$ cat src/rtl/wdt_pkg.sv
package wdt_pkg;
  localparam int ADDR_W = 12;
  localparam int DATA_W = 32;

  localparam logic [ADDR_W-1:0] OFS_LOAD  = 12'h000;
  localparam logic [ADDR_W-1:0] OFS_VALUE = 12'h004;
  localparam logic [ADDR_W-1:0] OFS_CTRL  = 12'h008;
  localparam logic [ADDR_W-1:0] OFS_CLEAR = 12'h00C;
  localparam logic [ADDR_W-1:0] OFS_RAW   = 12'h010;
  localparam logic [ADDR_W-1:0] OFS_MASK  = 12'h014;
  localparam logic [ADDR_W-1:0] OFS_LOCK  = 12'hC00;
  // identification window: top 7 address bits all ones (0xFE0..0xFFC)
  localparam logic [6:0]        ID_WIN    = 7'h7F;

  localparam logic [DATA_W-1:0] GATE_KEY  = 32'h1ACC_E551;

  localparam int CTRL_W    = 2;
  localparam int CTRL_RUN  = 0;
  localparam int CTRL_RSTE = 1;
endpackage

$ cat src/rtl/wdt_regif.sv
module wdt_regif
  import wdt_pkg::*;
(
  input  logic              clk,
  input  logic              rst_n,
  input  logic              bus_we,
  input  logic [ADDR_W-1:0] bus_addr,
  input  logic [DATA_W-1:0] bus_wdata,
  output logic              unlocked,
  output logic              load_we,
  output logic              clr_we,
  output logic [CTRL_W-1:0] ctrl_q
);
  logic open_wr;

  assign open_wr = bus_we && unlocked;
  assign load_we = open_wr && (bus_addr == OFS_LOAD);
  assign clr_we  = open_wr && (bus_addr == OFS_CLEAR);

  always_ff @(posedge clk or negedge rst_n) begin
    if (!rst_n) begin
      unlocked <= 1'b0;
    end else if (bus_we && (bus_addr == OFS_LOCK)) begin
      unlocked <= (bus_wdata == GATE_KEY);
    end
  end

  always_ff @(posedge clk or negedge rst_n) begin
    if (!rst_n) begin
      ctrl_q <= '0;
    end else if (open_wr && (bus_addr == OFS_CTRL)) begin
      ctrl_q <= bus_wdata[CTRL_W-1:0];
    end
  end
endmodule

$ cat src/rtl/wdt_counter.sv
module wdt_counter #(
  parameter int CNT_W = 32
) (
  input  logic             clk,
  input  logic             rst_n,
  input  logic             run,
  input  logic             rst_en,
  input  logic             load_we,
  input  logic             clr_we,
  input  logic [CNT_W-1:0] wdata,
  output logic [CNT_W-1:0] cnt_q,
  output logic [CNT_W-1:0] load_q,
  output logic             raw_q,
  output logic             rst_req_q
);
  logic expire;

  assign expire = run && (cnt_q == '0);

  always_ff @(posedge clk or negedge rst_n) begin
    if (!rst_n) begin
      load_q <= '0;
    end else if (load_we) begin
      load_q <= wdata;
    end
  end

  // software service beats a timeout in the same cycle
  always_ff @(posedge clk or negedge rst_n) begin
    if (!rst_n) begin
      cnt_q <= '0;
      raw_q <= 1'b0;
    end else if (clr_we) begin
      cnt_q <= load_q;
      raw_q <= 1'b0;
    end else if (load_we) begin
      cnt_q <= wdata;
    end else if (expire) begin
      cnt_q <= load_q;
      raw_q <= 1'b1;
    end else if (run) begin
      cnt_q <= cnt_q - 1'b1;
    end
  end

  always_ff @(posedge clk or negedge rst_n) begin
    if (!rst_n) begin
      rst_req_q <= 1'b0;
    end else if (expire && raw_q && rst_en && !clr_we && !load_we) begin
      rst_req_q <= 1'b1;
    end
  end
endmodule

$ cat src/rtl/guarded_wdt.sv
module guarded_wdt
  import wdt_pkg::*;
#(
  parameter logic [63:0] ID_BYTES = 64'hB1_05_F0_0D_04_18_29_A7
) (
  input  logic              clk,
  input  logic              rst_n,
  input  logic              bus_we,
  input  logic [ADDR_W-1:0] bus_addr,
  input  logic [DATA_W-1:0] bus_wdata,
  output logic [DATA_W-1:0] bus_rdata,
  output logic              irq_o,
  output logic              rst_req_o
);
  localparam int ID_N  = 8;
  localparam int IDX_W = $clog2(ID_N);

  logic              unlocked;
  logic              load_we;
  logic              clr_we;
  logic [CTRL_W-1:0] ctrl_q;
  logic [DATA_W-1:0] cnt_q;
  logic [DATA_W-1:0] load_q;
  logic              raw_q;
  logic [7:0]        id_byte [ID_N];
  logic [IDX_W-1:0]  id_idx;

  wdt_regif u_regif (
    .clk       (clk),
    .rst_n     (rst_n),
    .bus_we    (bus_we),
    .bus_addr  (bus_addr),
    .bus_wdata (bus_wdata),
    .unlocked  (unlocked),
    .load_we   (load_we),
    .clr_we    (clr_we),
    .ctrl_q    (ctrl_q)
  );

  wdt_counter #(.CNT_W(DATA_W)) u_counter (
    .clk       (clk),
    .rst_n     (rst_n),
    .run       (ctrl_q[CTRL_RUN]),
    .rst_en    (ctrl_q[CTRL_RSTE]),
    .load_we   (load_we),
    .clr_we    (clr_we),
    .wdata     (bus_wdata),
    .cnt_q     (cnt_q),
    .load_q    (load_q),
    .raw_q     (raw_q),
    .rst_req_q (rst_req_o)
  );

  assign irq_o = raw_q && ctrl_q[CTRL_RUN];

  for (genvar k = 0; k < ID_N; k++) begin : g_id
    assign id_byte[k] = ID_BYTES[8*k +: 8];
  end

  assign id_idx = bus_addr[IDX_W+1:2];

  always_comb begin
    bus_rdata = '0;
    if (bus_addr[ADDR_W-1:IDX_W+2] == ID_WIN) begin
      bus_rdata[7:0] = id_byte[id_idx];
    end else begin
      case (bus_addr)
        OFS_LOAD:  bus_rdata = load_q;
        OFS_VALUE: bus_rdata = cnt_q;
        OFS_CTRL:  bus_rdata[CTRL_W-1:0] = ctrl_q;
        OFS_RAW:   bus_rdata[0] = raw_q;
        OFS_MASK:  bus_rdata[0] = irq_o;
        OFS_LOCK:  bus_rdata[0] = !unlocked;
        default:   bus_rdata = '0;
      endcase
    end
  end
endmodule

$ cat config.mk
export PLATFORM = sky130hd
export DESIGN_NAME = guarded_wdt
export DESIGN_NICKNAME = d
export VERILOG_FILES = /design/src/rtl/wdt_pkg.sv /design/src/rtl/wdt_regif.sv /design/src/rtl/wdt_counter.sv /design/src/rtl/guarded_wdt.sv
export SDC_FILE = /design/constraint.sdc
export NUM_CORES = 1
export LEC_CHECK = 0
export ABC_AREA = 1
export BUFFER_PORTS_ARGS = -buffer_cell sky130_fd_sc_hd__buf_2
export CAP_MARGIN = 40
export CORE_MARGIN = 3
export CORE_UTILIZATION = 55
export CTS_CLUSTER_SIZE = 8
export DETAILED_ROUTE_END_ITERATION = 7
export GPL_TIMING_DRIVEN = 0
export PLACE_DENSITY = 0.77
export SYNTH_ARGS = -nofsm -noshare
export SYNTH_HDL_FRONTEND = slang
export SYNTH_SLANG_ARGS = --single-unit
export TNS_END_PERCENT = 1
$ cat constraint.sdc
create_clock -name clk -period 2 [get_ports clk]
set_input_delay 0.3 -clock clk [delete_from_list [all_inputs] [get_ports clk]]
set_output_delay 0.3 -clock clk [all_outputs]
set_load 0.005 [all_outputs]
==> results of run 1 <==
==> tightest hold or removal path, delay by kind of cell <==
kind / cells / cell delay, ns
AOI/OAI and AO/OA: 1 / 0.05
buffers and inverters: 1 / 0.10
and+or+nand+nor: 1 / 0.05
==> state kept, by name, indices dropped and copies added, names as in the netlist <==
name and cells:
u_counter.raw_q 1, u_counter.cnt_q 32, u_regif.unlocked 1, u_regif.ctrl_q 2
u_counter.rst_req_q 1, u_counter.load_q 32
==> cells by family after synthesis <==
logic type / share of synthesized area [%]
and+or+nand+nor: 41.1
buffers and inverters: 11.3
AOI/OAI and AO/OA: 12.7
DFF: 31.7
xor gates and xnor gates: 1.77
adders and majority gates: 1.15
muxes: 0.207
==> power by group through the flow <==
stage / Sequential (W) / Combinational (W) / Clock (W)
2_1_floorplan: 0.00142 / 0.0000457 / 0
3_3_place_gp: 0.00142 / 0.000148 / 0
3_5_place_dp: 0.00142 / 0.000161 / 0
4_1_cts: 0.00139 / 0.000166 / 0.00135
5_1_grt: 0.00139 / 0.000186 / 0.00144
6_report: 0.00139 / 0.000169 / 0.00137
==> metal layers <==
layer / track usage, % / vias to the layer above / part of all wire (%)
li1: - / 3003 / -
met1: 44.2 / 3018 / 38
met2: 59.4 / 402 / 46
met3: 5.76 / 92 / 9.1
met4: 20.2 / 0 / 6.9
met5: 0 / - / 0
==> stage by stage <==
step                utilization [%]  total power (W)
detailed placement             64.1          0.00158
finish                         69.8          0.00293
CTS                            67.5          0.00291
floorplan                         -          0.00147
global route                   69.8          0.00302
global placement               63.8          0.00157
==> area by class of cell <==
class                   instances  area share, %
plain buffers                  34           3.54
multi-input cells             654           49.3
flip-flops and latches         69           26.4
well taps                     129           2.46
clock buffers                  11           2.15
clock inverters                 5           1.28
repair buffers                 94           8.34
inverters                     115           6.57
==> path summary, 6_finish.rpt <==
path / from / to / slack, ns / cells after the start
setup / recovery: u_counter.cnt_q[0] / u_counter.cnt_q[14] / 0.02 / 12
hold / removal: bus_wdata[3] / u_counter.load_q[3] / 0.17 / 3
setup reg to reg: u_counter.cnt_q[0] / u_counter.cnt_q[14] / 0.02 / 12
hold reg to reg: u_counter.load_q[23] / u_counter.load_q[23] / 0.49 / 2
max in group asynchronous: rst_n / u_counter.cnt_q[6] / 1.04 / 3
min in group asynchronous: rst_n / u_counter.load_q[25] / 0.37 / 2
==> placed cells by master, fill, tap and decap left out, drive strengths merged, types with 2 or more instances in the layout <==
cell type,Yosys,layout
nor2,157,157
inv,114,114
clkinv,1,2
nor3,16,16
nor4,3,3
a21oi,25,25
nand4,19,19
nand3b,3,3
clkinvlp,0,2
o21ai,60,60
o22ai,22,22
buf,23,116
a31oi,9,9
clkbuf,11,22
ha,5,5
o221ai,5,5
dfrtp,69,69
nand3,57,57
xor2,10,10
nand2,255,255
bufinv,0,2
==> repair_timing <==
action,in CTS,in global routing
setup buffers,3,8
setup endpoints to repair,60,52
gates resized for setup,24,45
endpoints found under the hold margin,20,0
hold buffers,1,0
gates cloned,0,1
pin swaps,3,8
==> flow_summary.ini, run 1 <==
[yosys]
async_flop_share_pct = 100
synthFlopType = dfrtp_1
synth_top_area_cell = dfrtp_1
synth-edff-count = 0
synth_warnings = 0
yosysSeqAreaShare_pct = 31.7
synth_top_area_share_pct = 31.7
synth_cells = 872
syn_nets = 924
yosys_register_bits = 69
yosysMostFrequentCell = nand2_1
synth_area_leaders = dfrtp_1 (32%), nand2_1 (17%), nor2_1 (10%), inv_1 (7.5%), o21ai_0 (5.3%)
avgSynthCellArea_sq_um = 6.24
yosys-top-cells-count = nand2_1 (251), nor2_1 (145), inv_1 (109)
synth_cell_types = 41
netlist_area_sq_um = 5440

[pwr]
internal_power_w = 0.00219
leakage_nw = 3.42
clockPowerShare_pct = 46.6
power_density_nw_per_um2 = 446
combPwrFrac_pct = 5.8
power.switching_fraction_pct = 25.1
power.switching_w = 0.000736
vdd.ir_drop.worst_v = 0.000255
seqPwrFrac_pct = 47.6

[setup_path]
crit_family = simple AND/OR/NAND/NOR gates
slowest_delay_ns = 0.41
cp-start-kind = flop
crit_type = flop to flop
crit_arrival_ns = 2.23
critPathRequiredTime_ns = 2.24
endpoint_kind = flop
timing.critical_path.slowest_stage_cell = dfrtp_1
path_cells = inv_2 -> ha_4 -> nand3_4 -> nor2_4 -> nand3_4 -> nor2_4 -> buf_8 -> nor2_2 -> nand2_1 -> nand2_1 -> nor2_1 -> nor2_1
crit_buf_inv = 2
worstPathMaxFanout = 5

[place]
dp_slack_ns = -0.490
numPlacedInstances = 1082
placedInstanceArea_sq_um = 6030
portBuffers = 80
finalWeightedCongestion = 1.01
place_hpwl_mm = 15.1

[die]
start_util_pct = 57.8
io_pins = 81
rows = 35
fp.dieW_um = 105
die_area_sq_um = 11100
core_area_sq_um = 9420
dieHeight_um = 105

[grt]
grt-ovfl-total = 0
grt_usage_pct = 35.8
grt_max_degree = 50
antenna_found_initial = 0
grt_pass1_vias = 6194
grt_pass1_wl_mm = 31.4

[drt]
firstDrtPassIters = 8
vias = 6515
wirelength_mm = 20.5
remaining_drc_errors = 0
antenna_left = 0
drt-initial-drc-count = 786
viasPerCell = 5.86
wl_per_cell_um = 18.4

[status]
status = completed

[clock_network]
htree_levels = 3
cts_made_buffers = 9
cts_tree = built
worstSkewPairLatency_ns = 0.37
cts_sinks = 69
clock_path_buffers = 2
path_clk_slew_ns = 0.08
cts-root-buf = clkbuf_8

[finish]
multi_input_area_sq_um = 3240
final_cells = 1111
nNetsFinal = 1029
synthToLayoutAreaGrowth_pct = 20.7
drive_above_1_share_pct = 20.8
stdcell_area_sq_um = 6570
n_antenna_cell = 0
fillCellCount = 819
register_area_sq_um = 1730

[min_path]
min_path_type = primary input to flop

[sta]
worstMarginPinSlew_ns = 0.586
fmax_ghz = 0.504
period_minus_slack_ns = 1.98
rsz0062_at_grt = true
finalHoldViolations = 0
timing.slew.headroom_pct = 61.0
maxSlewViolCount = 0
skew_ns = 0.0189
setup_viol = 0
fin_ws_ns = 0.0171
min_period_over_period_pct = 99.1
tns_ns = 0
whs_ns = 0.172

[flow_run]
maxCapViolCount = 0
(Power assumes the default switching activity.)
==> inputs of run 2 (changes only) <==
ABC_AREA = 0   (was 1)
PLACE_DENSITY = 0.78   (was 0.77)
SETUP_SLACK_MARGIN = 0.15   (was not set)
TNS_END_PERCENT = not set   (was 1)
==> run 2 against run 1 <==
Against the previous run: the run now ends with negative setup slack left; non-clock buffer count increased by 52; via count decreased by 11%; die area decreased by 13%; hold slack got worse by 0.0096 ns; register-to-register slack got worse by 0.75 ns; critical endpoint is now u_counter.cnt_q[10]; clock power decreased by 20%; global-route usage increased by 3.8 points; sequential share of layout area decreased by 0.82 points; largest power group unchanged; combinational power increased by 8%; critical path depth decreased by 2; maximum frequency decreased by 28%.
==> flow_summary.ini, run 2 <==
[flow_run]
maxCapViolCount = 0

[yosys]
synth_top_area_cell = dfrtp_1
synth_cells = 586
netlist_area_sq_um = 4700
yosysSeqAreaShare_pct = 36.8
avgSynthCellArea_sq_um = 8.02
synth_area_leaders = dfrtp_1 (37%), nand2_1 (9.9%), a21oi_1 (6.3%), a22o_1 (4.5%), nor2_1 (4.2%)
synthFlopType = dfrtp_1
synth_top_area_share_pct = 36.8
synth_warnings = 0
synth_cell_types = 59
yosysMostFrequentCell = nand2_1
syn_nets = 638
yosys_register_bits = 69
yosys-top-cells-count = nand2_1 (124), dfrtp_1 (69), a21oi_1 (59)
synth-edff-count = 0
async_flop_share_pct = 100

[finish]
drive_above_1_share_pct = 38.0
n_antenna_cell = 0
synthToLayoutAreaGrowth_pct = 44.2
fillCellCount = 510
layout_commonest_cell = nand2_1
reg_top3 = u_counter.cnt_q (32), u_counter.load_q (32), u_regif.ctrl_q (2)
final_cells = 848
final_cell_mix = nand2_1 (119), buf_2 (82), dfrtp_1 (66)
nNetsFinal = 790

[clock_network]
cts_sinks = 69
cts-root-buf = clkbuf_8
path_clk_slew_ns = 0.09
worstSkewPairLatency_ns = 0.37
htree_levels = 3
cts_made_buffers = 9
cts_tree = built
clock_path_buffers = 2

[sta]
fmax_ghz = 0.365
timing.slew.headroom_pct = 54.4
finalHoldViolations = 0
fin_ws_ns = -0.736
worstMarginPinSlew_ns = 0.676
maxSlewViolCount = 0
rsz0062_at_grt = true
tns_ns = -27.94
skew_ns = 0.0147
period_minus_slack_ns = 2.74
min_period_over_period_pct = 137
setup_viol = 65

[drt]
viasPerCell = 6.82
wirelength_mm = 19.7
firstDrtPassIters = 7
drt-initial-drc-count = 795
antenna_left = 0
wl_per_cell_um = 23.3
vias = 5784
remaining_drc_errors = 0

[setup_path]
slowest_delay_ns = 0.55
critPathRequiredTime_ns = 2.27
worstPathMaxFanout = 4
path_cells = or4_4 -> or4_4 -> buf_8 -> nor4_4 -> buf_4 -> or2_1 -> buf_6 -> buf_12 -> a222oi_1 -> o22ai_1
crit_type = flop to flop
endpoint_kind = flop
r2r_slack_ns = -0.74
cp-start-kind = flop
crit_arrival_ns = 3.01
cp_common_cell = or4_4
timing.critical_path.slowest_stage_cell = or4_4

[die]
dieHeight_um = 98.4
io_pins = 81
start_util_pct = 56.9
fp.dieW_um = 98.4
die_area_sq_um = 9680
core_area_sq_um = 8260
rows = 33

[grt]
grt_pass1_vias = 5558
grt_max_degree = 38
antenna_found_initial = 0
grt_usage_pct = 39.6
grt_pass1_wl_mm = 30.0
grt-ovfl-total = 0

[place]
place_hpwl_mm = 12.8
portBuffers = 80
finalWeightedCongestion = 0.991
numPlacedInstances = 773

[status]
status = complete, but fails checks
violations = negative setup slack

[pwr]
vdd.ir_drop.worst_v = 0.000392
power_density_nw_per_um2 = 393
leakage_nw = 3.22

[min_path]
min_path_type = primary input to flop
==> run 2: kinds of logic after synthesis <==
| kind of cell | count (synthesis) | share of synthesized area [%] |
|---|---|---|
| compound gates | 162 | 24.0 |
| xor+xnor | 10 | 1.86 |
| fa+ha+maj | 5 | 1.33 |
| buf+inv | 49 | 4.79 |
| flops | 69 | 36.8 |
| mux | 9 | 2.00 |
| simple gates | 282 | 29.2 |
==> run 2: routing by layer <==
layer | track usage [%] | wire length (um) | vias up
met2 | 60.7 | 8950 | 479
met1 | 52.0 | 7120 | 2746
met4 | 21.6 | 976 | 0
li1 | - | - | 2466
met5 | 0 | 0 | -
met3 | 9.06 | 2680 | 93
==> run 2: per-stage QoR <==
step / util (%) / cell area [sq um] / power, W / setup WS, ns / hold slack, ns
6_report: 82.0 / 6770 / 0.00266 / -0.736 / 0.163
5_1_grt: 82.0 / 6770 / 0.00273 / -0.795 / 0.174
4_1_cts: 77.2 / 6370 / 0.00264 / -0.668 / 0.162
3_5_place_dp: 65.2 / 5390 / 0.00158 / -1.11 / 0.274
3_3_place_gp: 64.9 / 5360 / 0.00157 / -1.46 / 0.451
2_1_floorplan: - / 4830 / 0.00147 / -0.386 / 0.00441
==> run 2: layout make-up <==
cell class                 count  area (sq um)  share of cell area [%]
sequential                    69          1730                    25.6
inverter                      10          37.5                   0.554
clock inverter                 7          52.6                   0.776
buffer                        39           430                    6.36
multi-input combinational    468          3220                    47.6
clock buffer                   9           124                    1.83
tap                          105           131                    1.94
timing repair buffer         141          1040                    15.4
==> run 2: path summary, 6_finish.rpt <==
check                                    start                   end  cells past startpoint
max in group asynchronous                rst_n   u_counter.load_q[6]                      3
max                        u_counter.cnt_q[21]   u_counter.cnt_q[10]                     10
min in group asynchronous                rst_n   u_counter.cnt_q[17]                      2
min reg2reg                u_counter.rst_req_q   u_counter.rst_req_q                      1
max reg2reg                u_counter.cnt_q[21]   u_counter.cnt_q[10]                     10
min                              bus_wdata[22]  u_counter.load_q[22]                      3
==> run 2: report_power, final <==
part / switching (W) / internal [W]
clock network: 0.000631 / 0.000454
registers: 0.00000107 / 0.00139
logic: 0.000112 / 0.0000716
==> run 2: critical path: cells and delay by family, from the launching register on <==
family	cells	cell delay (ns)
compound gates	2	0.30
buf+inv	4	0.60
flops	1	0.41
simple gates	4	1.34
==> run 2: repair_timing <==
item	4_1_cts	5_1_grt
hold buffers	1	0
setup buffers	34	21
pin swaps	31	35
cloned	3	0
resized for setup	99	65
endpoints found under the setup margin	100	97
endpoints found under the hold margin	32	0
==> inputs of run 3 (changes only) <==
GPL_TIMING_DRIVEN = not set   (was 0)
==> run 3 against run 2 <==
Against the previous run: the run ends with design-rule violations, negative setup slack left; hold slack better by 0.026 ns; flip-flop and latch count stayed put; critical endpoint is now u_counter.cnt_q[5]; clock skew is 0.0045 ns higher; final cell count is 9.6% higher; global-route usage is 2.7 points higher; sequential share of layout area is 2.5 points lower; non-clock buffer count is 79 higher.
==> flow_summary.ini, run 3 (synthesized netlist as in run 2, its figures left out) <==
[finish]
layout_commonest_cell = buf_4
drive_above_1_share_pct = 44.8
n_antenna_cell = 0
reg_top3 = u_counter.cnt_q (32), u_counter.load_q (32), u_regif.ctrl_q (2)
nNetsFinal = 871
final_cell_mix = buf_4 (134), nand2_1 (120), buf_2 (76)
synthToLayoutAreaGrowth_pct = 59.5

[sta]
setup_viol = 65
finalHoldViolations = 0
period_minus_slack_ns = 2.90
fin_ws_ns = -0.896
rsz0062_at_grt = true
worstMarginPinSlew_ns = 0.656
tns_ns = -29.63
min_period_over_period_pct = 145
timing.slew.headroom_pct = 55.9
fmax_ghz = 0.345
skew_ns = 0.0193
maxSlewViolCount = 0

[drt]
met2_length_mm = 10.9
route.met3.wl_mm = 4.03
wirelength_mm = 25.9
antenna_left = 0
drt-initial-drc-count = 1191
wl_per_cell_um = 27.8
firstDrtPassIters = 8
viasPerCell = 7.48
highest_layer = met4
remaining_drc_errors = 56
wl_met1_mm = 8.25
vias = 6945

[pwr]
total_power_w = 0.00290
internal_power_w = 0.00210
power_density_nw_per_um2 = 387
combPwrFrac_pct = 8.0
vdd.ir_drop.worst_v = 0.000327
seqPwrFrac_pct = 48.1
power.switching_fraction_pct = 27.4
power.switching_w = 0.000794
leakage_nw = 3.63
clockPowerShare_pct = 43.8

[setup_path]
crit_type = flop to flop
crit_arrival_ns = 3.12
worstPathMaxFanout = 6
crit_family = simple AND/OR/NAND/NOR gates
slowest_delay_ns = 0.57
critPathRequiredTime_ns = 2.22
cp-start-kind = flop
endpoint_kind = flop
crit_buf_inv = 3
path_cells = or4_4 -> or4_4 -> nor4_4 -> buf_4 -> buf_6 -> buf_6 -> a21o_4 -> a221oi_2 -> a21oi_1
timing.critical_path.slowest_stage_cell = or4_4

[clock_network]
path_clk_slew_ns = 0.10
clock_path_buffers = 2
htree_levels = 3
cts-root-buf = clkbuf_8
cts_tree = built
cts_sinks = 69
cts_made_buffers = 9
worstSkewPairLatency_ns = 0.38

[die]
start_util_pct = 56.9
dieHeight_um = 98.4
io_pins = 81
core_area_sq_um = 8260
fp.dieW_um = 98.4
rows = 33
die_area_sq_um = 9680

[grt]
grt_pass1_wl_mm = 32.2
antenna_found_initial = 0
grt_pass1_vias = 6257
grt_usage_pct = 42.3
grt-ovfl-total = 0
grt_max_degree = 70

[status]
violations = design-rule violations, negative setup slack
status = complete, but fails checks

[flow_run]
maxCapViolCount = 0

[min_path]
min_path_type = primary input to flop

[place]
finalWeightedCongestion = 1.01
portBuffers = 80
place_hpwl_mm = 12.8
[run 3: per-layer routing]
| layer | GRT usage (%) | vias up |
|---|---|---|
| li1 | - | 2634 |
| met1 | 50.9 | 3139 |
| met2 | 65.4 | 847 |
| met3 | 12.3 | 325 |
| met4 | 29.1 | 0 |
| met5 | 0 | - |
[run 3: power groups by stage]
| stage | Sequential [W] | Clock, W | Combinational, W |
|---|---|---|---|
| final | 0.00139 | 0.00127 | 0.000233 |
| after global routing | 0.00139 | 0.00129 | 0.000242 |
| after CTS | 0.00139 | 0.00120 | 0.000209 |
| after detailed placement | 0.00142 | 0 | 0.000196 |
| after global placement | 0.00142 | 0 | 0.000190 |
| after floorplan | 0.00142 | 0 | 0.0000446 |
[run 3: worst paths after layout]
path,cells past startpoint,slack (ns),from,endpoint
worst min register to register,1,0.51,u_counter.rst_req_q,u_counter.rst_req_q
worst min-delay path,3,0.19,bus_wdata[5],u_counter.load_q[5]
worst max register to register,9,-0.90,u_counter.cnt_q[19],u_counter.cnt_q[5]
max in group asynchronous,3,1.19,rst_n,u_counter.cnt_q[8]
worst max-delay path,9,-0.90,u_counter.cnt_q[19],u_counter.cnt_q[5]
min in group asynchronous,3,0.47,rst_n,u_counter.load_q[17]
[run 3: layout make-up]
type / instances / area [sq um]
Fill cell: 290 / 767
Timing Repair Buffer: 259 / 2100
Sequential cell: 69 / 1730
Multi-Input combinational cell: 470 / 3290
Clock buffer: 11 / 141
Clock inverter: 5 / 60.1
Inverter: 10 / 37.5
Tap cell: 105 / 131
[run 3: stage by stage]
step           utilization [%]  instance area (sq um)  hold slack (ns)  cells  setup WS [ns]
3_3_place_gp              76.5                   6320            0.352    879         -0.332
5_1_grt                   90.7                   7490            0.198    929         -0.858
3_5_place_dp              76.5                   6320            0.356    879         -0.459
4_1_cts                   85.7                   7080            0.162    920         -0.377
6_report                  90.7                   7490            0.189    929         -0.896
2_1_floorplan                -                   4830          0.00441    586         -0.386
[run 3: repair_timing]
item	CTS	global route
setup endpoints to repair	66	90
hold endpoints to repair	69	0
pin swaps	37	30
gates cloned	7	1
gates resized for setup	63	60
hold buffers	1	0
buffers inserted	17	8
[run 3: worst min-delay path: cells and delay by family]
family	cells	cell delay (ns)
and+or+nand+nor	2	0.13
buffers and inverters	1	0.09
